$ cat config.mk
export PLATFORM = sky130hd
export DESIGN_NAME = vsl_top
export DESIGN_NICKNAME = d
export VERILOG_FILES = /design/src/rtl/vsl_pkg.sv /design/src/rtl/vsl_ctrl.sv /design/src/rtl/vsl_accum.sv /design/src/rtl/vsl_mirror.sv /design/src/rtl/vsl_tapgen.sv /design/src/rtl/vsl_top.sv
export SDC_FILE = /design/constraint.sdc
export NUM_CORES = 1
export LEC_CHECK = 0
export CORE_ASPECT_RATIO = 1.1
export CORE_MARGIN = 2
export CORE_UTILIZATION = 30
export CTS_CLUSTER_SIZE = 24
export DETAILED_ROUTE_END_ITERATION = 7
export PLACE_DENSITY_LB_ADDON = 0.25
export SLEW_MARGIN = 15
export SYNTH_ARGS = -nofsm -noshare
export SYNTH_HDL_FRONTEND = slang
export SYNTH_SLANG_ARGS = --single-unit
$ cat constraint.sdc
create_clock -name clk -period 15.6 [get_ports clk]
set_input_delay 1.56 -clock clk [delete_from_list [all_inputs] [get_ports clk]]
set_output_delay 1.56 -clock clk [all_outputs]
set_load 0.005 [all_outputs]
$ cat src/rtl/vsl_pkg.sv
package vsl_pkg;
    localparam int LINE_W   = 12;
    localparam int FRAC_W   = 16;
    localparam int NUM_TAPS = 5;
    localparam int MID_TAP  = NUM_TAPS / 2;
    localparam int POS_IW   = LINE_W + 2;
    localparam int SIDX_W   = LINE_W + 4;

    typedef logic [LINE_W-1:0]        line_t;
    typedef logic [FRAC_W-1:0]        frac_t;
    typedef logic [POS_IW-1:0]        ipos_t;
    typedef logic signed [SIDX_W-1:0] sidx_t;

    typedef enum logic {ST_IDLE, ST_EMIT} seq_state_e;

    typedef struct packed {
        line_t in_h;
        line_t out_h;
        frac_t start_frac;
        line_t step_int;
        frac_t step_frac;
        logic  wide;
    } seq_cfg_t;

    typedef struct packed {
        ipos_t ipos;
        frac_t frac;
    } pos_t;

    function automatic line_t last_line(input line_t h);
        return (h == '0) ? '0 : line_t'(h - 1'b1);
    endfunction

    function automatic line_t tap_spacing(input logic wide, input line_t step_int);
        if (!wide)
            return line_t'(1);
        return (step_int == '0) ? line_t'(1) : step_int;
    endfunction

    function automatic sidx_t widen_line(input line_t v);
        return $signed({{(SIDX_W-LINE_W){1'b0}}, v});
    endfunction
endpackage

$ cat src/rtl/vsl_ctrl.sv
module vsl_ctrl
    import vsl_pkg::*;
(
    input  logic     clk,
    input  logic     rst,
    input  logic     start_i,
    input  seq_cfg_t cfg_i,
    input  logic     ready_i,
    output seq_cfg_t cfg_q_o,
    output logic     load_o,
    output logic     adv_o,
    output logic     valid_o,
    output logic     done_o
);
    seq_state_e state_q;
    line_t      count_q;
    seq_cfg_t   cfg_q;
    logic       done_q;
    logic       accept;

    assign accept  = (state_q == ST_EMIT) && ready_i;
    assign load_o  = (state_q == ST_IDLE) && start_i;
    assign adv_o   = accept;
    assign valid_o = (state_q == ST_EMIT);
    assign done_o  = done_q;
    assign cfg_q_o = cfg_q;

    always_ff @(posedge clk) begin
        if (rst) begin
            state_q <= ST_IDLE;
            count_q <= '0;
            cfg_q   <= '0;
            done_q  <= 1'b0;
        end else begin
            done_q <= 1'b0;
            case (state_q)
                ST_IDLE: begin
                    if (start_i) begin
                        cfg_q   <= cfg_i;
                        count_q <= '0;
                        if (cfg_i.out_h == '0)
                            done_q <= 1'b1;
                        else
                            state_q <= ST_EMIT;
                    end
                end
                ST_EMIT: begin
                    if (accept) begin
                        if (count_q == line_t'(cfg_q.out_h - 1'b1)) begin
                            state_q <= ST_IDLE;
                            done_q  <= 1'b1;
                        end else begin
                            count_q <= count_q + 1'b1;
                        end
                    end
                end
                default: state_q <= ST_IDLE;
            endcase
        end
    end
endmodule

$ cat src/rtl/vsl_accum.sv
module vsl_accum
    import vsl_pkg::*;
(
    input  logic  clk,
    input  logic  rst,
    input  logic  load_i,
    input  frac_t start_frac_i,
    input  logic  adv_i,
    input  line_t step_int_i,
    input  frac_t step_frac_i,
    output pos_t  pos_o
);
    pos_t              pos_q;
    logic [FRAC_W:0]   frac_sum;
    ipos_t             ipos_next;

    always_comb begin
        frac_sum  = {1'b0, pos_q.frac} + {1'b0, step_frac_i};
        ipos_next = pos_q.ipos + {{(POS_IW-LINE_W){1'b0}}, step_int_i}
                    + {{(POS_IW-1){1'b0}}, frac_sum[FRAC_W]};
    end

    always_ff @(posedge clk) begin
        if (rst) begin
            pos_q <= '0;
        end else if (load_i) begin
            pos_q.ipos <= '0;
            pos_q.frac <= start_frac_i;
        end else if (adv_i) begin
            pos_q.ipos <= ipos_next;
            pos_q.frac <= frac_sum[FRAC_W-1:0];
        end
    end

    assign pos_o = pos_q;
endmodule

$ cat src/rtl/vsl_mirror.sv
module vsl_mirror
    import vsl_pkg::*;
(
    input  sidx_t idx_i,
    input  line_t hmax_i,
    output line_t line_o
);
    sidx_t h;
    sidx_t refl;

    always_comb begin
        h = widen_line(hmax_i);
        if (idx_i < 0) begin
            refl = -idx_i;
            if (refl > h)
                refl = h;
        end else if (idx_i > h) begin
            refl = (h <<< 1) - idx_i;
            if (refl < 0)
                refl = '0;
        end else begin
            refl = idx_i;
        end
        line_o = refl[LINE_W-1:0];
    end
endmodule

$ cat src/rtl/vsl_tapgen.sv
module vsl_tapgen
    import vsl_pkg::*;
(
    input  ipos_t ipos_i,
    input  line_t in_h_i,
    input  line_t step_int_i,
    input  logic  wide_i,
    output line_t [NUM_TAPS-1:0] taps_o
);
    sidx_t base;
    sidx_t spacing;
    line_t hmax;

    assign base    = $signed({{(SIDX_W-POS_IW){1'b0}}, ipos_i});
    assign spacing = widen_line(tap_spacing(wide_i, step_int_i));
    assign hmax    = last_line(in_h_i);

    for (genvar k = 0; k < NUM_TAPS; k++) begin : g_tap
        localparam int REL = k - MID_TAP;
        sidx_t offset;
        sidx_t raw_idx;

        assign offset  = sidx_t'(REL) * spacing;
        assign raw_idx = base + offset;

        vsl_mirror u_mirror (
            .idx_i  (raw_idx),
            .hmax_i (hmax),
            .line_o (taps_o[k])
        );
    end
endmodule

$ cat src/rtl/vsl_top.sv
module vsl_top
    import vsl_pkg::*;
(
    input  logic                         clk,
    input  logic                         rst,
    input  logic                         start_i,
    input  logic [LINE_W-1:0]            cfg_in_height_i,
    input  logic [LINE_W-1:0]            cfg_out_height_i,
    input  logic [FRAC_W-1:0]            cfg_start_frac_i,
    input  logic [LINE_W-1:0]            cfg_step_int_i,
    input  logic [FRAC_W-1:0]            cfg_step_frac_i,
    input  logic                         cfg_wide_i,
    output logic                         busy_o,
    output logic                         line_valid_o,
    input  logic                         line_ready_i,
    output logic [LINE_W-1:0]            center_o,
    output logic [FRAC_W-1:0]            phase_o,
    output logic [NUM_TAPS-1:0][LINE_W-1:0] tap_idx_o,
    output logic                         done_o
);
    seq_cfg_t cfg_in;
    seq_cfg_t cfg_q;
    logic     load;
    logic     adv;
    logic     valid;
    pos_t     pos;
    line_t    act_in_h;
    frac_t    act_step_frac;

    always_comb begin
        cfg_in.in_h       = cfg_in_height_i;
        cfg_in.out_h      = cfg_out_height_i;
        cfg_in.start_frac = cfg_start_frac_i;
        cfg_in.step_int   = cfg_step_int_i;
        cfg_in.step_frac  = cfg_step_frac_i;
        cfg_in.wide       = cfg_wide_i;
    end

    vsl_ctrl u_ctrl (
        .clk     (clk),
        .rst     (rst),
        .start_i (start_i),
        .cfg_i   (cfg_in),
        .ready_i (line_ready_i),
        .cfg_q_o (cfg_q),
        .load_o  (load),
        .adv_o   (adv),
        .valid_o (valid),
        .done_o  (done_o)
    );

    vsl_accum u_accum (
        .clk          (clk),
        .rst          (rst),
        .load_i       (load),
        .start_frac_i (cfg_start_frac_i),
        .adv_i        (adv),
        .step_int_i   (cfg_q.step_int),
        .step_frac_i  (cfg_q.step_frac),
        .pos_o        (pos)
    );

    vsl_tapgen u_tapgen (
        .ipos_i     (pos.ipos),
        .in_h_i     (cfg_q.in_h),
        .step_int_i (cfg_q.step_int),
        .wide_i     (cfg_q.wide),
        .taps_o     (tap_idx_o)
    );

    assign act_in_h      = cfg_q.in_h;
    assign act_step_frac = cfg_q.step_frac;
    assign line_valid_o  = valid;
    assign busy_o        = valid;
    assign center_o      = pos.ipos[LINE_W-1:0];
    assign phase_o       = pos.frac;
endmodule

After elaboration in Yosys (flattened, before gate mapping). Cells that the tools add are included.

Input port bits: 73. Word-level logic and storage cells: 105. Flip-flop bits (word level): 97. Output and inout bits: 91.

Reductions and logical operators: 9. Bitwise operators: 1. $add $sub $neg: 22. Eq/ne operators: 4. Order comparisons: 20. Multiplexer cells: 39.

Operators with widths (count): 12-bit two-way mux (26); 16-bit by 13-bit > comparator with 1-bit output (7); 16-bit by 1-bit less-than comparator with 1-bit output, second input constant (6); 15-bit by 1-bit less-than comparator with 1-bit output, second input constant (3); 12-bit zero test (3); 15-bit by 16-bit adder with 16-bit output (2); 16-bit two-way mux (2); 15-bit negation with 16-bit output (2); 16-bit negation (2); 13-bit by 15-bit subtractor with 16-bit output (2); 14-bit by 16-bit subtractor with 16-bit output (2); 15-bit by 12-bit > comparator with 1-bit output (2); 12-bit one-hot mux with 2 select lines (1); 12-bit by 1-bit subtractor with 12-bit output, second input constant (2); 16-bit by 16-bit adder with 17-bit output (1); 12-bit negation with 16-bit output (1); 14-bit negation with 16-bit output (1); 14-bit by 12-bit adder with 15-bit output (1); 14-bit by 13-bit adder with 15-bit output (1); 12-bit negation with 15-bit output (1); 13-bit by 14-bit subtractor with 15-bit output (1); 14-bit by 1-bit adder with 14-bit output (1); 14-bit by 12-bit adder with 14-bit output (1); 14-bit by 12-bit > comparator with 1-bit output (1); 12 further kinds (23).

Logic depth before layout (Yosys ltp).
Depth after elaboration: 10. Gate-level depth with buffers: 28.

Hierarchy. Synthesis repeated with hierarchy kept, for this count alone.

Cells, all modules: 2358. Area total of the unflattened synthesis: 17712.0 µm².

By module, submodules not included: vsl_mirror at u_tapgen.g_tap[3].u_mirror ... (sequential area each 0.0 µm², times used 2, area each 1775.5 µm², cells each 241); vsl_ctrl (sequential area each 1661.6 µm², times used 1, area each 3549.7 µm², cells each 450); vsl_tapgen (sequential area each 0.0 µm², times used 1, area each 2961.6 µm², cells each 431); vsl_accum (sequential area each 600.6 µm², times used 1, area each 2443.6 µm², cells each 301); vsl_mirror at u_tapgen.g_tap[2].u_mirror (sequential area each 0.0 µm², times used 1, area each 1766.7 µm², cells each 233); vsl_mirror at u_tapgen.g_tap[1].u_mirror (sequential area each 0.0 µm², times used 1, area each 1742.9 µm², cells each 235); vsl_mirror at u_tapgen.g_tap[0].u_mirror (sequential area each 0.0 µm², times used 1, area each 1689.1 µm², cells each 225); vsl_top (sequential area each 0.0 µm², times used 1, area each 7.5 µm², cells each 1).

Worst setup path after synthesis. No wires, ideal clock.

Path type: register -> output. Start: register u_ctrl.cfg_q_o[25] (netlist name). End: output port tap_idx_o[11] in the netlist's numbering. Data arrival time: 5963 ps. Cell stages (with the launch flop): 23. Required time: 14040 ps. Path slack: 8077 ps. Cells stage by stage: dfxtp_1 > or3_1 > or4_1 > o41ai_1 > inv_1 > ha_1 > inv_1 > fa_1 > nand2b_1 > a211oi_2 > nor4_1 > a2111oi_4 > nand4_1 > nor4_2 > nor2_1 > ha_1 > nand3_1 > o41ai_1 > nand4_1 > a22oi_1 > buf_4 > nand2_1 > o221a_1.

RTL lines: end: declaration (RTL line vsl_top.sv:18) `output logic [NUM_TAPS-1:0][LINE_W-1:0] tap_idx_o,`.

==> results.md <==
* Synth area leaders: ha_1 19%, dfxtp_1 13%, a21oi_1 6.3%
* Final Hold Fails at 0
* Layout cells sized above 1 at 0.04463
* Cells after Synth at 1973
* #FFs+latches synth at 97
* Reg-to-reg setup timing slack at 10140 ps
* Netlist cell types at 94
* CTS Buf Count at 9
* Gr ovfl total at 0
* Hold WC Path Type: flop to flop
* Synth Area in XOR/XNOR at 0.08711
* Synth Flop Type: dfxtp_1
* Largest family of logic cells by synthesized area: compound AO/OA/AOI/OAI gates
* Die X at 213.1 um
* H-tree depth at 3
* Pre-Repair DR Iteration Count at 5
* Vias in the first global route at 14.43k
* Slew of the pin with the lowest slew margin at 991.1 ps
* Post-Syn Area at 0.01444 mm2
* Number of enable flip-flop cells after synthesis at 0
* Starting Density at 0.3025
* Mux share of post-synthesis cell area at 0.01361
* Pre-CTS WS at 5842 ps
* Root Buffer: clkbuf_16
* TritonCTS clock tree: yes
* Clock transition at path regs at 70 ps
* Crit-path max FO at 7
* First-pass GRT wire length at 82.01 mm
* Register area at 0.001942 mm2
* Hold_buf cts at 0
* Largest net degree at the start of global routing at 76
* RSZ-0062 raised after global routing: no
* Total GRT Usage at 0.2103
* # diodes at 0
* Net Count, Synth at 2274
* Slew Viols, Final at 0
* Critical Path RT at 14040 ps
* Final setup viols at 0
* Via count at 14.95k
* Setup_tns at 0 ps
* Vias per Instance at 5.477
* PwrDens at 87.21 mW/mm2
* Core ar. at 0.04772 mm2
* Ys async rst share at 0
* Area share of the largest cell type after synthesis at 0.1881
* Post-Synth Adder-Cell Area at 0.2047
* Mean Syn Cell Area at 7.316 um2
* Area of the multi-input gates at 0.01142 mm2
* Compound-cell area share of the yosys netlist at 0.2651
* Sequential fraction of the synthesis area at 0.1345
* Setup bufs post-CTS at 0
* Final ANT Viol Nets at 0
* Drt wl/cell at 19.58 um
* Minimum clock period at 9808 ps
* Fin Clk Skew at 12.16 ps
* Setup WS post-layout at 5792 ps
* Worst Setup Path Type: flop to output pin
* Synth area leader: ha_1
* Endpoint class of the critical path: output pin
* Chip height at 234.1 um
* Initial drt markers at 880
* Clock buffer depth at 2
* CTS Sinks at 97
* # IOs at 164
* CP startpoint kind: flop
* Antenna violations before repair at 1
* Top-count cell post-synth: nand2_1
* Filler cells at 5134
* Peak VDD IR at 0.06889 mV
* Area growth syn-to-layout at 17.45%
* FMAX at 0.1020 GHz
* Commonest cells post-synth: 240 x nand2_1, 217 x ha_1, 183 x a21oi_1, 156 x inv_1, 144 x nor2_1
* Leakage dissipation at 7.377 nW
* Clock Latency Late Sink at 360 ps
* Yosys warning count at 0
* Final Wtd Congestion at 0.8855
* CP arrival at 8250 ps
* Number of max-cap violations at 0
* Die area at 0.04989 mm2
* Cell Rows at 84
* Final net count at 2380
* Fin crit share at 0.6287
* # resized after CTS at 0
* Outcome: completed
* DRC errors left at 0
* Slew HR at 0.3307
* Post-Synth Simple-Gate Area at 0.2193
* Final HPWL DP at 42.07 mm
* Total wire length at 53.44 mm
* PortBufs at 163
## kinds of logic (layout without fill, tap and decap cells)
family	Yosys count	in the layout
and+or+nand+nor	661	661
AOI/OAI and AO/OA	568	568
buffers and inverters	257	368
adders and majority gates	230	230
xor gates and xnor gates	141	141
DFF	97	97
muxes	19	19
## where the power goes
group          internal (mW)  switching, mW
registers              0.261         0.0168
logic                  0.413          0.538
clock network          0.150          0.101
## through the flow
| stage | utilization | power [mW] | std cells | cell area, um2 | hold slack (ps) |
|---|---|---|---|---|---|
| after floorplan | - | 0.9003 | 1973 | 14440 | 440.0 |
| after global placement | 0.3481 | 1.205 | 2712 | 16610 | 448.6 |
| after detailed placement | 0.3481 | 1.223 | 2712 | 16610 | 454.1 |
| after CTS | 0.3551 | 1.477 | 2728 | 16940 | 463.8 |
| after global routing | 0.3553 | 1.592 | 2729 | 16950 | 483.3 |
| final | 0.3553 | 1.478 | 2729 | 16950 | 459.1 |
## layout by cell type, fill, tap and decap left out, types with 7 or more instances in the layout
cell type and n:
a211o_1 11, a211oi_1 18, a21boi_0 7, a21o_1 32
a21oi_1 181, a22o_1 21, a311oi_1 13, a31oi_1 19
and2_1 12, and3_1 12, buf_4 31, clkbuf_16 9
clkdlybuf4s50_1 162, dfxtp_1 97, fa_1 11, ha_1 217
inv_1 156, mux2i_1 16, nand2_1 240, nand2b_1 23
nand3_1 53, nand4_1 23, nor2_1 144, nor2b_1 20
nor3_1 43, nor4_1 18, o211ai_1 16, o21a_1 36
o21ai_0 88, o21bai_1 21, o31a_1 8, o32ai_1 14
or2_2 8, or3_1 24, or4_1 7, xnor2_1 98
xor2_1 40
## sequential cells by signal (all words and copies together), names as in the netlist
name,flops
u_ctrl.cfg_q_o,53
u_ctrl.valid_o,1
u_ctrl.count_q,12
u_ctrl.done_o,1
u_accum.pos_o,30
## worst paths after layout
| path | start | to | cells after the start |
|---|---|---|---|
| setup reg to reg | u_accum.pos_o[0] | u_accum.pos_o[29] | 23 |
| setup / recovery | u_ctrl.cfg_q_o[25] | tap_idx_o[4] | 23 |
| hold / removal | u_ctrl.cfg_q_o[10] | u_ctrl.cfg_q_o[10] | 2 |
| hold reg to reg | u_ctrl.cfg_q_o[10] | u_ctrl.cfg_q_o[10] | 2 |
## worst max-delay path: stages, from the launching register on
cell	delay [ps]
dfxtp_1	370
or3_1	400
or4_1	450
o41ai_1	890
inv_1	110
ha_1	340
inv_1	60
fa_1	410
nand2b_1	210
a211oi_2	380
nor4_1	140
a2111oi_4	550
nand4_1	340
nor4_2	350
nor2_1	130
ha_1	310
nand3_1	80
o41ai_1	590
nand4_1	210
a22oi_1	490
buf_4	270
mux2i_1	90
a21oi_1	190
clkdlybuf4s50_1	520
## per-layer routing
layer / routed length [um] / share of wire / global-route usage / up-vias
li1: - / - / - / 7288
met1: 23470 / 0.44 / 0.2683 / 7118
met2: 24740 / 0.46 / 0.3567 / 458
met3: 3325 / 0.062 / 0.03576 / 81
met4: 1887 / 0.035 / 0.07313 / 2
met5: 16 / 0.00030 / 0 / -
## layout make-up
cell class              instances  share of cell area
repair buffers                194              0.1097
inverters                     158             0.03513
well taps                     645             0.04760
flip-flops and latches         97              0.1145
clock buffers                  12             0.01513
clock inverters                 4            0.004428
multi-input cells            1619              0.6735
Note: power is estimated with default switching activity, not from simulation.
